`src/rtl/sbf_pkg.sv`:
```
package sbf_pkg;
  typedef enum logic [1:0] {
    SRC_HOLD = 2'd0,
    SRC_FIFO = 2'd1,
    SRC_BYP  = 2'd2,
    SRC_OFS  = 2'd3
  } src_e;

  typedef struct packed {
    src_e rd_src;
    logic rd_cyc;
    logic wr_cyc;
    logic wr_fifo;
    logic wr_byp;
    logic wr_ofs;
  } cmd_t;
endpackage

```
`src/rtl/sbf_cmd_decode.sv`:
```
module sbf_cmd_decode
  import sbf_pkg::*;
(
  input  logic       cs_n,
  input  logic       rw,
  input  logic       en_n,
  input  logic [2:0] addr,
  output cmd_t       cmd
);
  logic active;

  always_comb begin
    active      = !cs_n && !en_n;
    cmd         = '0;
    cmd.rd_cyc  = active && rw;
    cmd.wr_cyc  = active && !rw;
    cmd.rd_src  = SRC_HOLD;
    if (cmd.rd_cyc) begin
      if (addr[2])             cmd.rd_src = SRC_OFS;
      else if (addr == 3'b000) cmd.rd_src = SRC_FIFO;
      else if (addr == 3'b001) cmd.rd_src = SRC_BYP;
    end
    cmd.wr_fifo = cmd.wr_cyc && (addr == 3'b000);
    cmd.wr_byp  = cmd.wr_cyc && (addr == 3'b001);
    cmd.wr_ofs  = cmd.wr_cyc && addr[2];
  end
endmodule

```
`src/rtl/sbf_offset_bank.sv`:
```
module sbf_offset_bank #(
  parameter int OFS_W = 9,
  parameter int OFS_N = 4,
  localparam int IDX_W = (OFS_N > 1) ? $clog2(OFS_N) : 1
) (
  input  logic             clk,
  input  logic             rst_n,
  input  logic             we,
  input  logic [IDX_W-1:0] wr_idx,
  input  logic [OFS_W-1:0] wdata,
  input  logic [IDX_W-1:0] rd_idx,
  output logic [OFS_W-1:0] rd_val
);
  logic [OFS_W-1:0] ofs_q [OFS_N];

  for (genvar g = 0; g < OFS_N; g++) begin : g_ofs
    logic             sel;
    logic [OFS_W-1:0] ofs_d;
    always_comb begin
      sel   = we && (wr_idx == IDX_W'(g));
      ofs_d = sel ? wdata : ofs_q[g];
    end
    always_ff @(posedge clk or negedge rst_n) begin
      if (!rst_n) ofs_q[g] <= '0;
      else        ofs_q[g] <= ofs_d;
    end
  end

  always_comb rd_val = ofs_q[rd_idx];
endmodule

```
`src/rtl/sbf_out_path.sv`:
```
module sbf_out_path
  import sbf_pkg::*;
#(
  parameter int DW    = 18,
  parameter int OFS_W = 9
) (
  input  logic             clk,
  input  logic             rst_n,
  input  src_e             src,
  input  logic [DW-1:0]    fifo_rdata,
  input  logic [DW-1:0]    byp_data,
  input  logic [OFS_W-1:0] ofs_val,
  output logic [DW-1:0]    out_q
);
  logic [DW-1:0] out_d;

  always_comb begin
    unique case (src)
      SRC_FIFO: out_d = fifo_rdata;
      SRC_BYP:  out_d = byp_data;
      SRC_OFS:  out_d = DW'(ofs_val);
      default:  out_d = out_q;
    endcase
  end

  always_ff @(posedge clk or negedge rst_n) begin
    if (!rst_n) out_q <= '0;
    else        out_q <= out_d;
  end
endmodule

```
`src/rtl/sbf_port_ctrl.sv`:
```
module sbf_port_ctrl
  import sbf_pkg::*;
#(
  parameter int DW    = 18,
  parameter int OFS_W = 9,
  parameter int OFS_N = 4,
  localparam int IDX_W = (OFS_N > 1) ? $clog2(OFS_N) : 1
) (
  input  logic          clk,
  input  logic          rst_n,
  input  logic          cs_n,
  input  logic          rw,
  input  logic          en_n,
  input  logic          oe_n,
  input  logic [2:0]    addr,
  input  logic [DW-1:0] bus_in,
  output logic [DW-1:0] bus_out,
  output logic          bus_oe,
  output logic          fifo_rd,
  input  logic [DW-1:0] fifo_rdata,
  output logic          byp_rd,
  input  logic [DW-1:0] byp_data,
  output logic          fifo_wr,
  output logic          byp_wr,
  output logic [DW-1:0] wr_data,
  output logic          byp_mode,
  output logic          seq_err
);
  // Reset: asserts asynchronously, releases on the second clock edge.
  logic [1:0] rst_sync_q;
  logic       rst_i;
  always_ff @(posedge clk or negedge rst_n) begin
    if (!rst_n) rst_sync_q <= 2'b00;
    else        rst_sync_q <= {rst_sync_q[0], 1'b1};
  end
  assign rst_i = rst_sync_q[1];

  cmd_t             cmd;
  logic [OFS_W-1:0] ofs_val;
  logic             dir_q, dir_d;
  logic             byp_q, byp_d;
  logic             err_d, fwr_d, bwr_d;
  logic [DW-1:0]    wd_q, wd_d;
  logic             wr_ok;

  sbf_cmd_decode u_dec (
    .cs_n (cs_n),
    .rw   (rw),
    .en_n (en_n),
    .addr (addr),
    .cmd  (cmd)
  );

  sbf_offset_bank #(.OFS_W(OFS_W), .OFS_N(OFS_N)) u_ofs (
    .clk    (clk),
    .rst_n  (rst_i),
    .we     (cmd.wr_ofs && wr_ok),
    .wr_idx (addr[IDX_W-1:0]),
    .wdata  (bus_in[OFS_W-1:0]),
    .rd_idx (addr[IDX_W-1:0]),
    .rd_val (ofs_val)
  );

  sbf_out_path #(.DW(DW), .OFS_W(OFS_W)) u_out (
    .clk        (clk),
    .rst_n      (rst_i),
    .src        (cmd.rd_src),
    .fifo_rdata (fifo_rdata),
    .byp_data   (byp_data),
    .ofs_val    (ofs_val),
    .out_q      (bus_out)
  );

  always_comb begin
    bus_oe  = dir_q && !oe_n && !cs_n;
    wr_ok   = !bus_oe;
    fifo_rd = (cmd.rd_src == SRC_FIFO);
    byp_rd  = (cmd.rd_src == SRC_BYP);
    dir_d   = !cs_n && rw;
    if (cs_n)                 byp_d = 1'b0;
    else if (addr == 3'b001)  byp_d = 1'b1;
    else if (addr == 3'b000)  byp_d = 1'b0;
    else                      byp_d = byp_q;
    err_d   = cmd.wr_cyc && bus_oe;
    fwr_d   = cmd.wr_fifo && wr_ok;
    bwr_d   = cmd.wr_byp && wr_ok;
    wd_d    = (fwr_d || bwr_d) ? bus_in : wd_q;
  end

  always_ff @(posedge clk or negedge rst_i) begin
    if (!rst_i) begin
      dir_q   <= 1'b0;
      byp_q   <= 1'b0;
      seq_err <= 1'b0;
      fifo_wr <= 1'b0;
      byp_wr  <= 1'b0;
      wd_q    <= '0;
    end else begin
      dir_q   <= dir_d;
      byp_q   <= byp_d;
      seq_err <= err_d;
      fifo_wr <= fwr_d;
      byp_wr  <= bwr_d;
      wd_q    <= wd_d;
    end
  end

  assign byp_mode = byp_q;
  assign wr_data  = wd_q;

  // Checks on the output register, the bus direction and the write path.
  a_r1_fifo_load: assert property (@(posedge clk) disable iff (!rst_i)
    fifo_rd |=> bus_out == $past(fifo_rdata));
  a_r2_byp_load: assert property (@(posedge clk) disable iff (!rst_i)
    byp_rd |=> bus_out == $past(byp_data));
  a_r2_one_strobe: assert property (@(posedge clk) disable iff (!rst_i)
    !(fifo_rd && byp_rd));
  a_r5_hold_when_idle: assert property (@(posedge clk) disable iff (!rst_i)
    (en_n || cs_n) |=> $stable(bus_out));
  a_r6_no_bypass_deselected: assert property (@(posedge clk) disable iff (!rst_i)
    cs_n |=> !byp_mode);
  a_r7_write_releases_bus: assert property (@(posedge clk) disable iff (!rst_i)
    (!cs_n && !rw) |=> !bus_oe);
  a_r9_single_target: assert property (@(posedge clk) disable iff (!rst_i)
    !(fifo_wr && byp_wr));
  a_r11_rejected_write: assert property (@(posedge clk) disable iff (!rst_i)
    (!cs_n && !en_n && !rw && bus_oe) |=> (seq_err && !fifo_wr && !byp_wr));
endmodule

```
`config.mk`:
```
export PLATFORM = sky130hd
export DESIGN_NAME = sbf_port_ctrl
export DESIGN_NICKNAME = d
export VERILOG_FILES = /design/src/rtl/sbf_pkg.sv /design/src/rtl/sbf_cmd_decode.sv /design/src/rtl/sbf_offset_bank.sv /design/src/rtl/sbf_out_path.sv /design/src/rtl/sbf_port_ctrl.sv
export SDC_FILE = /design/constraint.sdc
export NUM_CORES = 1
export LEC_CHECK = 0
export BUFFER_PORTS_ARGS = -buffer_cell sky130_fd_sc_hd__buf_2
export CAP_MARGIN = 5
export CORE_UTILIZATION = 45
export CTS_BUF_LIST = sky130_fd_sc_hd__clkbuf_4
export DETAILED_ROUTE_END_ITERATION = 8
export HOLD_SLACK_MARGIN = 0.15
export PLACE_DENSITY = 0.74
export SKIP_CTS_REPAIR_TIMING = 1
export SYNTH_ARGS = -nofsm -noshare
export SYNTH_HDL_FRONTEND = slang
export SYNTH_SLANG_ARGS = --single-unit
```
`constraint.sdc`:
```
create_clock -name clk -period 2.5 [get_ports clk]
set_input_delay 0.25 -clock clk [delete_from_list [all_inputs] [get_ports clk]]
set_output_delay 0.25 -clock clk [all_outputs]
set_load 0.02 [all_outputs]
```
Word level (Yosys, flattened, before mapping)
Index checks and enable logic that the tools add are counted.
{"block": "totals", "reg_bits": 79, "in_bits": 63, "out_inout_bits": 43, "wordCells": 59}
{"block": "op_classes", "magnitude_cmp": 1, "n_eq_ne": 7, "mux": 11, "bitwise_logic": 1, "reduce_logical": 27}
{"cell": "$pmux 18 s3", "count": 1}
{"cell": "$bmux 9 s2", "count": 1}
{"cell": "$mux 9", "count": 2}
{"cell": "$logic_and 1x1->1", "count": 17}
{"cell": "$eq 2x2->1 const B", "count": 4}
{"cell": "$mux 2", "count": 4}
{"cell": "$reduce_bool 3->1", "count": 2}
{"cell": "$logic_not 1->1", "count": 5}
{"cell": "$eq 2x1->1 const B", "count": 2}
{"cell": "$eq 3x1->1 const B", "count": 1}
{"cell": "$ge 3x3->1 const B", "count": 1}
{"cell": "$logic_not 3->1", "count": 1}
{"cell": "$mux 1", "count": 3}
{"cell": "$not 2->3", "count": 1}
{"cell": "$logic_not 2->1", "count": 1}
{"cell": "$logic_or 1x1->1", "count": 1}

Depth between registers and ports, before layout
{"block": "depth", "depth_word": 7, "ltp_mapped": 5, "depth_no_buf": 3}

Hierarchy
A second synthesis with hierarchy kept.
{"block": "unflattened", "hier_cells": 207, "hier_area_um2": 3524.6}
{"module": "sbf_offset_bank", "n_inst": 1, "cells_per_inst": 88, "area_per_inst_um2": 1570.3, "seq_area_each_um2": 900.9}
{"module": "sbf_port_ctrl", "n_inst": 1, "cells_per_inst": 59, "area_per_inst_um2": 975.9, "seq_area_each_um2": 625.6}
{"module": "sbf_out_path", "n_inst": 1, "cells_per_inst": 51, "area_per_inst_um2": 907.1, "seq_area_each_um2": 450.4}
{"module": "sbf_cmd_decode", "n_inst": 1, "cells_per_inst": 9, "area_per_inst_um2": 71.3, "seq_area_each_um2": 0.0}

Least setup slack after synthesis
OpenSTA, ideal clock, no wires.
{"block": "synth_timing", "kind": "input port to flip-flop", "startpoint": "in cs_n", "endpoint": "reg u_ofs.ofs_q[0] (netlist name)", "setup_time_ps": 125, "t_arrival_ps": 1732, "required_time_ps": 2375, "path_slack_ps": 644, "cell_stages": 5, "cell_sequence": "buf_6 > or3_1 > buf_2 > nor4b_4 > mux2_2"}
{"block": "synth_via", "elab_chain_cells": 6}
{"item": "from (decl)", "line": "sbf_port_ctrl.sv:11", "rtl": "input logic cs_n,"}
{"item": "$logic_not 1->1 *", "line": "sbf_cmd_decode.sv:13, sbf_port_ctrl.sv:75"}
{"item": "$logic_and 1x1->1", "line": "sbf_cmd_decode.sv:13", "rtl": "active = !cs_n && !en_n;"}
{"item": "$logic_and 1x1->1", "line": "sbf_cmd_decode.sv:16", "rtl": "cmd.wr_cyc = active && !rw;"}
{"item": "$logic_and 1x1->1", "line": "sbf_cmd_decode.sv:25", "rtl": "cmd.wr_ofs = cmd.wr_cyc && addr[2];"}
{"item": "$logic_and 1x1->1 *", "line": "sbf_port_ctrl.sv:57", "rtl": ".we (cmd.wr_ofs && wr_ok),"}
{"item": "$logic_and 1x1->1 *", "line": "sbf_offset_bank.sv:20", "rtl": "sel = we && (wr_idx == IDX_W'(g));"}
{"item": "to (signal, indexed assignment)", "line": "sbf_offset_bank.sv:25", "rtl": "else ofs_q[g] <= ofs_d;"}
{"item": "to (decl)", "line": "sbf_offset_bank.sv:14", "rtl": "logic [OFS_W-1:0] ofs_q [OFS_N];"}
Every way passes the cells marked *; elsewhere a longest branch is shown, timed or not.
A chain may end at the register's enable or synchronous reset.

Worst setup path after layout
{"block": "layout_timing", "startpoint": "in cs_n", "endpoint": "reg u_out.out_q[14]"}
{"block": "layout_via", "elab_chain_cells": 6}
{"item": "$logic_not 1->1 *", "line": "sbf_cmd_decode.sv:13"}
{"item": "$logic_and 1x1->1 *", "line": "sbf_cmd_decode.sv:13"}
{"item": "$logic_and 1x1->1 *", "line": "sbf_cmd_decode.sv:15", "rtl": "cmd.rd_cyc = active && rw;"}
{"item": "$mux 2 *", "line": "sbf_cmd_decode.sv:18", "rtl": "if (cmd.rd_cyc) begin"}
{"item": "$eq 2x2->1 or $eq 2x1->1 (tied branches)", "line": "sbf_out_path.sv:18", "rtl": "unique case (src)"}
{"item": "$pmux 18 s3 or $reduce_bool 3->1 (tied branches)"}
{"item": "to (signal assigned)", "line": "sbf_out_path.sv:28", "rtl": "else out_q <= out_d;"}
{"item": "to (decl)", "line": "sbf_out_path.sv:13", "rtl": "output logic [DW-1:0] out_q"}
Marked as above.

==> reports/metrics.cfg <==
[run_status]
status = completed

[sta]
fmax_mhz = 432
slew_headroom_pct = 33.0
setup_viol = 0
fin_skew_ns = 0.0112
finalHoldViolCount = 0
rsz0062_at_grt = false
post-route-period-util_pct = 92.6
whs_ns = 0.188
timing.setup.tns_ns = 0
maxSlewViolCount = 0
final.min_clock_period_ns = 2.31
tightestPinTransition_ns = 1.01

[logic_synthesis]
synth_top_family_by_area = multiplexers
synth_fa_ha_area_share_pct = 0
synthMuxAreaShare_pct = 26.1
ys_seq_area_share_pct = 55.9
synth-compound-area-share_pct = 3.96
synth_cell_types = 28
ys.warnings.count = 0
async_reset_ff_share_pct = 100
synth_flop_cell = dfrtp_1
synth-xor-area-share_pct = 0
syn_inst = 261
syn_area_mm2 = 0.00354
avgSynthCellArea_um2 = 13.6
yosys.area_share.simple_pct = 12.2
ys_seq_elements = 79
synth_edf_count = 0
postSynthNetCount = 324

[global_routing]
grt_max_degree = 78
grt_overflow = 0
grt_antenna_before_repair = 0
grt_pass1_vias = 2540
grt_pass1_wl_mm = 13.2
grtUsageTotal_pct = 21.1

[drt]
vias = 2705
wl_mm = 8.55
routed_via_density = 5.25
wl_per_cell_um = 16.6
drtPass1Iterations = 4
ant_nets = 0
drt_iter0_drc = 106
drc = 0

[clock_tree]
clk_pin_slew_worst_paths_ns = 0.12
clkLatencyLatePin_ns = 0.43
cts_buffers = 9
cts_sinks = 79
clockBufferDepth = 2
cts_tree = done
cts_htree_levels = 3
cts_root_buf = clkbuf_4

[power]
p_leak_nw = 2.32
vdd_drop_max_uv = 373
powerDensity_mw_per_mm2 = 669
p_total_mw = 3.16

[worst_setup_path]
reg2reg_from = dir_q
cp-start-kind = primary input
path_max_fanout = 19
worstSetupPathType = primary input to flip-flop
r2r_cells = 3
timing.rr.end = u_ofs.ofs_q[2]
cp-end-kind = flip-flop
worst-endpoint-arrival_ns = 2.68
required_ns = 2.86
rrSetupSlack_ns = 0.74

[place]
dp_hpwl_mm = 5.71
numPortBuffers = 105
gp_congestion = 0.828

[min_path]
min_path_cells = 4
min_to = u_out.out_q[16]
hp-class = primary input to flip-flop
min-delay-start = fifo_rdata[16]

[floorplanning]
dieArea_mm2 = 0.00822
core-area_mm2 = 0.00741
die_w_um = 90.7
start_util_pct = 47.7
rows = 31
ios = 106
chipHeight_um = 90.7

[cells_and_area]
fillers = 597
multiInputGateArea_mm2 = 0.00151
drive_gt1_share_pct = 49.0
ff_latch_area_mm2 = 0.00198
area_delta_synth_final_pct = 33.5
num-nets-final = 474
diodes = 0

[flow_run]
max-cap-violations = 0

==> synth_stat cells, types with 2 or more instances <==
cell | instances | area [µm²]
dfrtp_1 | 79 | 1980
mux2_2 | 56 | 631
nand3_1 | 33 | 165
nand2b_1 | 10 | 62.6
clkbuf_1 | 9 | 33.8
mux2i_1 | 9 | 90.1
mux4_2 | 9 | 203
o211a_1 | 9 | 90.1
o21ai_0 | 9 | 45.0
nor2_1 | 8 | 30.0
nand2_1 | 5 | 18.8
nor3_1 | 4 | 20.0
nor2b_1 | 3 | 18.8
buf_1 | 2 | 7.51
buf_2 | 2 | 10.0
nor3b_1 | 2 | 15.0
==> kinds of logic after synthesis <==
kind of cell           after synthesis
DFF                                 79
muxes                               74
and+or+nand+nor                     74
AOI/OAI and AO/OA                   19
buffers and inverters               14
other                                1
==> state kept, by name (all words and copies together) (netlist names) <==
| register | cells |
|---|---|
| u_out.out_q | 18 |
| rst_sync_q | 2 |
| fifo_wr | 1 |
| u_ofs.ofs_q | 36 |
| byp_wr | 1 |
| wr_data | 18 |
| seq_err | 1 |
| dir_q | 1 |
| byp_mode | 1 |
==> power breakdown <==
part	internal, mW	leakage, nW	total [mW]	switching, mW
combinational	0.409	1.25	0.771	0.362
sequential	1.51	1.00	1.65	0.140
clock	0.297	0.0708	0.741	0.445
total	2.21	2.32	3.16	0.947
==> cell usage in the layout (no fill, tap or decap), drive strengths merged <==
| cell | n |
|---|---|
| or3b | 1 |
| nor3b | 2 |
| nor2 | 8 |
| nand2 | 5 |
| bufinv | 1 |
| nor3 | 5 |
| nor4b | 1 |
| nand4 | 1 |
| nor4 | 1 |
| o21ai | 9 |
| mux2i | 9 |
| nand3 | 33 |
| nor2b | 3 |
| clkbuf | 9 |
| clkinvlp | 1 |
| mux4 | 9 |
| dlygate4sd3 | 36 |
| a21oi | 1 |
| conb | 1 |
| nand3b | 1 |
| or3 | 1 |
| dfrtp | 79 |
| nor4bb | 1 |
| or2 | 1 |
| mux2 | 56 |
| o211a | 9 |
| clkinv | 5 |
| nand2b | 10 |
| buf | 117 |
==> critical path: stages <==
cell	delay (ns)
dlygate4sd3_1	0.55
buf_2	0.18
nor3b_2	0.59
buf_4	0.34
nand3_1	0.10
nand3_1	0.10
dlygate4sd3_1	0.56
==> per-stage QoR <==
stage | worst slack [ns] | cell area [µm²] | util (%) | instances
after floorplan | 0.137 | 3540 | - | 261
after global placement | 0.408 | 4230 | 57.1 | 463
after CTS | 0.720 | 4360 | 58.9 | 479
after detailed placement | 0.387 | 4230 | 57.1 | 463
after global routing | 0.114 | 4720 | 63.7 | 515
final | 0.185 | 4720 | 63.7 | 515
==> how the worst max path moves through the flow <==
stage | endpoint | slack (ns) | start | cells past startpoint
5_1_grt | u_out.out_q[14] | 0.11 | cs_n | 7
2_1_floorplan | byp_mode | 0.14 | rst_sync_q[1] | 0
6_report | u_out.out_q[14] | 0.19 | cs_n | 7
3_5_place_dp | u_ofs.ofs_q[4] | 0.39 | cs_n | 4
3_3_place_gp | u_ofs.ofs_q[2] | 0.41 | cs_n | 4
4_1_cts | u_ofs.ofs_q[2] | 0.72 | dir_q | 3
==> layer usage <==
metal  global-route usage [%]  part of all wire [%]
met3                     4.38                   5.5
met1                     28.3                    45
met2                     33.8                    48
met4                     8.47                   1.4
met5                        0                     0
==> layout make-up <==
cell class / instances / share of cell area, %
clock inverter: 7 / 1.35
clock buffer: 9 / 1.43
sequential: 79 / 42.0
timing repair buffer: 153 / 20.7
multi-input combinational: 168 / 32.0
tap: 99 / 2.62
Power figures use the tool's default switching activity.
